[src/rtl/bootmap_pkg.sv]
package bootmap_pkg;

    localparam int IO_SLOTS   = 4;
    localparam int SLOT_IDX_W = $clog2(IO_SLOTS);

    typedef enum logic [2:0] {
        RGN_NONE,
        RGN_ROM,
        RGN_RAM,
        RGN_SLOT,
        RGN_SLOT_ODD,
        RGN_CTRL
    } region_e;

    typedef struct packed {
        region_e                 rgn;
        logic [SLOT_IDX_W-1:0]   slot;
    } decode_t;

    function automatic logic region_acks(region_e r);
        return r != RGN_NONE;
    endfunction

endpackage

[src/rtl/bootmap_addr_decode.sv]
module bootmap_addr_decode
    import bootmap_pkg::*;
#(
    parameter int              ADDR_W         = 24,
    parameter int              IO_LOG2        = 15,
    parameter int              SLOT_SPAN_LOG2 = 8,
    parameter int              ROM_LOG2       = 19,
    parameter int              RAM_LOG2       = 20,
    parameter int              LOW_LOG2       = 16,
    parameter logic [ADDR_W-1:0] ROM_BASE     = 24'hF00000,
    parameter logic [IO_LOG2-1:0] CTRL_OFFSET = 15'h7F00
) (
    input  logic [ADDR_W-1:0] addr,
    input  logic              rw,
    input  logic              overlay,
    output decode_t           dec
);

    localparam int SLOT_TOP = SLOT_SPAN_LOG2 + SLOT_IDX_W;

    logic in_io, in_rom, in_ram, in_low, slot_hit;

    always_comb begin
        in_io    = &addr[ADDR_W-1:IO_LOG2];
        in_rom   = addr[ADDR_W-1:ROM_LOG2] == ROM_BASE[ADDR_W-1:ROM_LOG2];
        in_ram   = addr[ADDR_W-1:RAM_LOG2] == '0;
        in_low   = addr[RAM_LOG2-1:LOW_LOG2] == '0;
        slot_hit = addr[IO_LOG2-1:SLOT_TOP] == '0;
    end

    always_comb begin
        dec.rgn  = RGN_NONE;
        dec.slot = addr[SLOT_SPAN_LOG2 +: SLOT_IDX_W];
        if (in_io) begin
            if (addr[IO_LOG2-1:0] == CTRL_OFFSET)
                dec.rgn = RGN_CTRL;
            else if (slot_hit)
                dec.rgn = addr[0] ? RGN_SLOT_ODD : RGN_SLOT;
        end else if (in_rom) begin
            dec.rgn = RGN_ROM;
        end else if (in_ram) begin
            // low reads come from ROM while the overlay is on; writes go to RAM
            dec.rgn = (in_low && overlay && rw) ? RGN_ROM : RGN_RAM;
        end
    end

endmodule

[src/rtl/bootmap_overlay.sv]
module bootmap_overlay (
    input  logic clk,
    input  logic rst,
    input  logic ctrl_write,
    output logic overlay
);

    always_ff @(posedge clk) begin
        if (rst)
            overlay <= 1'b1;
        else if (ctrl_write)
            overlay <= 1'b0;
    end

    AST_OVL_AFTER_RESET: assert property (@(posedge clk) rst |=> overlay);
    AST_OVL_STAYS_OFF: assert property (@(posedge clk) disable iff (rst)
        !overlay |=> !overlay);

endmodule

[src/rtl/bootmap_ack_timer.sv]
module bootmap_ack_timer #(
    parameter int TIMEOUT = 64,
    parameter int CNT_W   = $clog2(TIMEOUT + 1)
) (
    input  logic             clk,
    input  logic             rst,
    input  logic             as_n,
    input  logic             ack_ok,
    input  logic [CNT_W-1:0] wait_cnt,
    output logic             dtack_n,
    output logic             berr_n
);

    localparam logic [CNT_W-1:0] LIMIT = CNT_W'(TIMEOUT);

    logic [CNT_W-1:0] cnt;

    always_ff @(posedge clk) begin
        if (rst || as_n)
            cnt <= '0;
        else if (cnt != LIMIT)
            cnt <= cnt + 1'b1;
    end

    always_comb begin
        dtack_n = !(!as_n && ack_ok && cnt >= wait_cnt);
        berr_n  = !(!as_n && dtack_n && cnt >= LIMIT);
    end

    AST_BERR_HOLDS: assert property (@(posedge clk) disable iff (rst)
        (!berr_n && !as_n) |=> (as_n || !berr_n));
    AST_DTACK_HOLDS: assert property (@(posedge clk) disable iff (rst)
        (!dtack_n && !as_n) |=> (as_n || !dtack_n));
    AST_STROBE_RELEASE: assert property (@(posedge clk) disable iff (rst)
        as_n |-> (dtack_n && berr_n));

endmodule

[src/rtl/bootmap_decoder.sv]
module bootmap_decoder
    import bootmap_pkg::*;
#(
    parameter int ROM_WS  = 3,
    parameter int RAM_WS  = 1,
    parameter int IO_WS   = 2,
    parameter int TIMEOUT = 64
) (
    input  logic                clk,
    input  logic                rst,
    input  logic [23:0]         addr_i,
    input  logic                as_n,
    input  logic                ds_n,
    input  logic                rw,
    output logic                rom_cs,
    output logic                ram_cs,
    output logic [IO_SLOTS-1:0] io_cs,
    output logic                dtack_n,
    output logic                berr_n,
    output logic                overlay_o
);

    localparam int CNT_W = $clog2(TIMEOUT + 1);

    decode_t          dec;
    logic             overlay;
    logic             ctrl_write;
    logic [CNT_W-1:0] wait_sel;

    initial begin
        AST_WAIT_FITS: assert (ROM_WS < TIMEOUT && RAM_WS < TIMEOUT && IO_WS < TIMEOUT);
    end

    bootmap_addr_decode #(.ADDR_W(24)) u_dec (
        .addr    (addr_i),
        .rw      (rw),
        .overlay (overlay),
        .dec     (dec)
    );

    assign ctrl_write = !as_n && !ds_n && !rw && dec.rgn == RGN_CTRL;

    bootmap_overlay u_ovl (
        .clk        (clk),
        .rst        (rst),
        .ctrl_write (ctrl_write),
        .overlay    (overlay)
    );

    always_comb begin
        unique case (dec.rgn)
            RGN_ROM: wait_sel = CNT_W'(ROM_WS);
            RGN_RAM: wait_sel = CNT_W'(RAM_WS);
            default: wait_sel = CNT_W'(IO_WS);
        endcase
    end

    bootmap_ack_timer #(.TIMEOUT(TIMEOUT), .CNT_W(CNT_W)) u_ack (
        .clk      (clk),
        .rst      (rst),
        .as_n     (as_n),
        .ack_ok   (region_acks(dec.rgn)),
        .wait_cnt (wait_sel),
        .dtack_n  (dtack_n),
        .berr_n   (berr_n)
    );

    assign rom_cs    = !as_n && dec.rgn == RGN_ROM;
    assign ram_cs    = !as_n && dec.rgn == RGN_RAM;
    assign overlay_o = overlay;

    for (genvar s = 0; s < IO_SLOTS; s++) begin : g_slot
        assign io_cs[s] = !as_n && dec.rgn == RGN_SLOT && dec.slot == SLOT_IDX_W'(s);
    end

    AST_ONE_SELECT: assert property (@(posedge clk) disable iff (rst)
        $onehot0({rom_cs, ram_cs, io_cs}));
    AST_IDLE_NO_SELECT: assert property (@(posedge clk) disable iff (rst)
        as_n |-> !(rom_cs || ram_cs || |io_cs));
    AST_ACK_EXCLUSIVE: assert property (@(posedge clk) disable iff (rst)
        !(!dtack_n && !berr_n));

endmodule

[config.mk]
export PLATFORM = sky130hd
export DESIGN_NAME = bootmap_decoder
export DESIGN_NICKNAME = d
export VERILOG_FILES = /design/src/rtl/bootmap_pkg.sv /design/src/rtl/bootmap_addr_decode.sv /design/src/rtl/bootmap_overlay.sv /design/src/rtl/bootmap_ack_timer.sv /design/src/rtl/bootmap_decoder.sv
export SDC_FILE = /design/constraint.sdc
export NUM_CORES = 1
export LEC_CHECK = 0
export ABC_AREA = 1
export BUFFER_PORTS_ARGS = -buffer_cell sky130_fd_sc_hd__buf_2
export CELL_PAD_IN_SITES_DETAIL_PLACEMENT = 1
export CELL_PAD_IN_SITES_GLOBAL_PLACEMENT = 2
export CORE_MARGIN = 4
export CORE_UTILIZATION = 20
export DETAILED_ROUTE_END_ITERATION = 16
export PLACE_DENSITY = 0.79
export SYNTH_ARGS = -nofsm -noshare
export SYNTH_HDL_FRONTEND = slang
export SYNTH_SLANG_ARGS = --single-unit
[constraint.sdc]
create_clock -name clk -period 2.21 [get_ports clk]
set_input_delay 0.221 -clock clk [delete_from_list [all_inputs] [get_ports clk]]
set_output_delay 0.221 -clock clk [all_outputs]
set_load 0.02 [all_outputs]
==> impl_metrics.yaml <==
status:
  outcome: "completed"
yosys:
  synth_seq_area_share: 0.2196
  syn-num-nets: 162
  synth_area_um2: 729.5
  ys_seq_elements: 8
  yosysMostFrequentCell: "nand2_1"
  ys_top_cells_by_count: "31 x nand2_1, 27 x nor2_1, 24 x inv_1"
  yosys_warnings: 0
  synthFlopType: "dfxtp_1"
  synth.avg_cell_area_um2: 5.655
  synth_edf_count: 0
  synth_top_cell_by_area: "dfxtp_1"
  netlist_instances: 129
  async_flop_share: 0
  synth_area_leaders: "dfxtp_1 22%, nand2_1 16%, nor2_1 14%"
  synth_cell_types: 18
  synth_top_area_frac: 0.2196
run:
  max_cap_violations: 0
finish:
  area.sequential_um2: 161.4
  area_delta_synth_final_pct: 44.60
  fin_nets: 208
  drive_gt1_frac: 0.3237
  fillCellCount: 479
  antennaDiodeCount: 0
  final_cells: 219
  multiInputGateArea_um2: 505.5
  final_util: 0.3088
placed_design:
  dpl.hpwl_mm: 2.008
  placed_cells: 212
  pre_cts_ws_ns: 0.01535
  globalplace.congestion: 0.7605
  io_buffers: 37
clocking:
  cts_made_buffers: 3
  cts-hold-fix-buffers: 0
  cts_htree_levels: 1
  clk_latency_ns: 0.26
  cts.sinks: 8
  clkSlewWorstSetupHoldPaths_ns: 0.05
  clockBufferDepth: 2
  cts_tree: "yes"
  cts_root_buffer: "clkbuf_4"
floorplanning:
  dieArea_mm2: 0.004677
  core_area_mm2: 0.003416
  fp.dieH_um: 68.39
  core.rowCount: 21
  chipWidth_um: 68.39
  io_pins: 38
  initial_core_util: 0.2136
routing:
  ant_nets: 0
  drc: 0
  routed_wirelength_mm: 2.317
  via_count: 930
  avgRoutedWirePerCell_um: 10.58
  drtPass1Iterations: 4
  routed_via_density: 4.247
  initialDrtViolationCount: 19
power:
  leakage_uw: 0.0005755
  peakVddDrop_v: 0.0001552
  power.density_mw_per_mm2: 317.1
worst_setup_path:
  r2r_start: "u_ack.cnt[1]"
  crit_family: "simple AND/OR/NAND/NOR gates"
  reg2reg_depth: 5
  path_cells: "inv_2 > nor2_4 > nand3_2 > nand3_2 > nand2_2 > nor2_2 > nand2_1 > nand2_1 > ha_1 > o21ai_1 > a31oi_1 > o21ai_1 > buf_4"
  worstPathRequired_ns: 1.99
  crit_type: "flip-flop to primary output"
  startpoint_type: "flip-flop"
  end_kind: "primary output"
  critical_path.slowest_cell: "dfxtp_2"
  cp.arrival_ns: 1.95
  cpPeakStageDelay_ns: 0.34
  crit_fanout: 3
  rrSetupSlack_ns: 0.97
  critPathBufInv: 2
  reg2reg_to: "u_ack.cnt[6]"
grt:
  grt_use_total: 0.1016
  grt_pass1_vias: 909
  antenna_found_initial: 0
  grt-ovfl-total: 0
  grt_pass1_wl_mm: 3.670
  grt_max_degree: 7
worst_hold_path:
  min-delay-start: "rst"
  hp-class: "primary input to flip-flop"
  whs_path_depth: 3
  whs_endpoint: "u_ovl.overlay"
timing:
  drv_slew: 0
  max_freq_ghz: 0.4607
  slew_headroom: 0.8166
  finalSetupViolCount: 0
  finClkSkew_ns: 0.0007148
  final-hold-violation-count: 0
  post-route-min-period_ns: 2.170
  fin_crit_sh: 0.9821
  fin_tns_setup_ns: 0
  tightest_slew_ns: 0.2741
  rsz0062_at_grt: "true"
  setup_slack_ns: 0.03957
cells in the final DEF (no fill, tap or decap):
cell      netlist  final
nor2_1         27     26
xor2_1          3      3
buf_2           0     36
a21oi_1         3      3
nor2_4          0      1
nand3b_1        4      4
dfxtp_1         8      7
clkbuf_4        0      3
nor3_1          1      1
xnor2_1         1      1
nor2_2          4      4
nand4_1         2      2
inv_2           0      1
or2_0           1      1
inv_1          24     23
nand3_1         9      7
nand2_2         0      2
nand3_2         0      2
or3_1           1      1
ha_1            4      4
o21ai_0         3      2
dfxtp_2         0      1
a31oi_1         1      1
buf_4           0      5
o21ai_1         2      2
o21ai_2         0      1
nand2_1        31     29
repair_timing:
| item | CTS | global route |
|---|---|---|
| endpoints found under the setup margin | 1 | 1 |
| resized for setup | 6 | 5 |
| buffers inserted | 1 | 3 |
| pin swaps | 0 | 9 |
layer usage:
metal  GRT usage  vias to the layer above  share of wire  wire length [µm]
met5           0                        -              0                 0
met3     0.01149                        5          0.062               143
li1            -                      487              -                 -
met1      0.1241                      414           0.43               987
met2      0.1764                       24           0.49              1142
met4     0.04467                        0          0.019                43
sequential cells by signal, indices dropped and copies added (netlist names):
signal	cells
u_ack.cnt	7
u_ovl.overlay	1
worst max path at each step:
| stage | startpoint | end | slack [ns] | cells after the start |
|---|---|---|---|---|
| global placement | addr_i[22] | dtack_n | 0.06 | 14 |
| global route | u_ovl.overlay | dtack_n | -0.14 | 13 |
| CTS | u_ovl.overlay | dtack_n | 0.02 | 13 |
| floorplan | u_ovl.overlay | dtack_n | 0.21 | 12 |
| detailed placement | addr_i[22] | dtack_n | 0.02 | 14 |
| finish | u_ovl.overlay | dtack_n | 0.04 | 13 |
worst register-to-register path: stages (launching register included):
cell and delay (ns):
dfxtp_1 0.40, ha_1 0.22, nand3_1 0.13, nand3b_1 0.20, xor2_1 0.14, nor2_1 0.05
cell type report:
cell class / instances / share of cell area
Timing Repair Buffer: 41 / 0.2064
Tap cell: 46 / 0.05457
Inverter: 24 / 0.08541
Multi-Input combinational cell: 97 / 0.4792
Clock buffer: 3 / 0.02135
Sequential cell: 8 / 0.1530
metrics by stage:
step	cell area, µm²	power [µW]	hold slack, ns
finish	1055	334.4	0.1637
global placement	972.2	217.1	0.4252
global route	1055	357.0	0.1951
detailed placement	972.2	220.3	0.4299
CTS	1015	341.8	0.1544
floorplan	729.5	181.5	0.3128
logic make-up (layout without fill, tap and decap cells):
group	after synthesis	count (layout)	share of synthesized area
simple gates	80	80	0.4768
compound gates	9	9	0.06346
buf+inv	24	68	0.1235
flops	8	8	0.2195
fa+ha+maj	4	4	0.06861
xor+xnor	4	4	0.04804
where the power goes:
group | switching, µW | total (µW) | internal [µW]
Sequential | 2.18 | 148 | 146
Combinational | 38.7 | 72.0 | 33.3
Clock | 51.9 | 114 | 62.3
(Power assumes the default switching activity.)
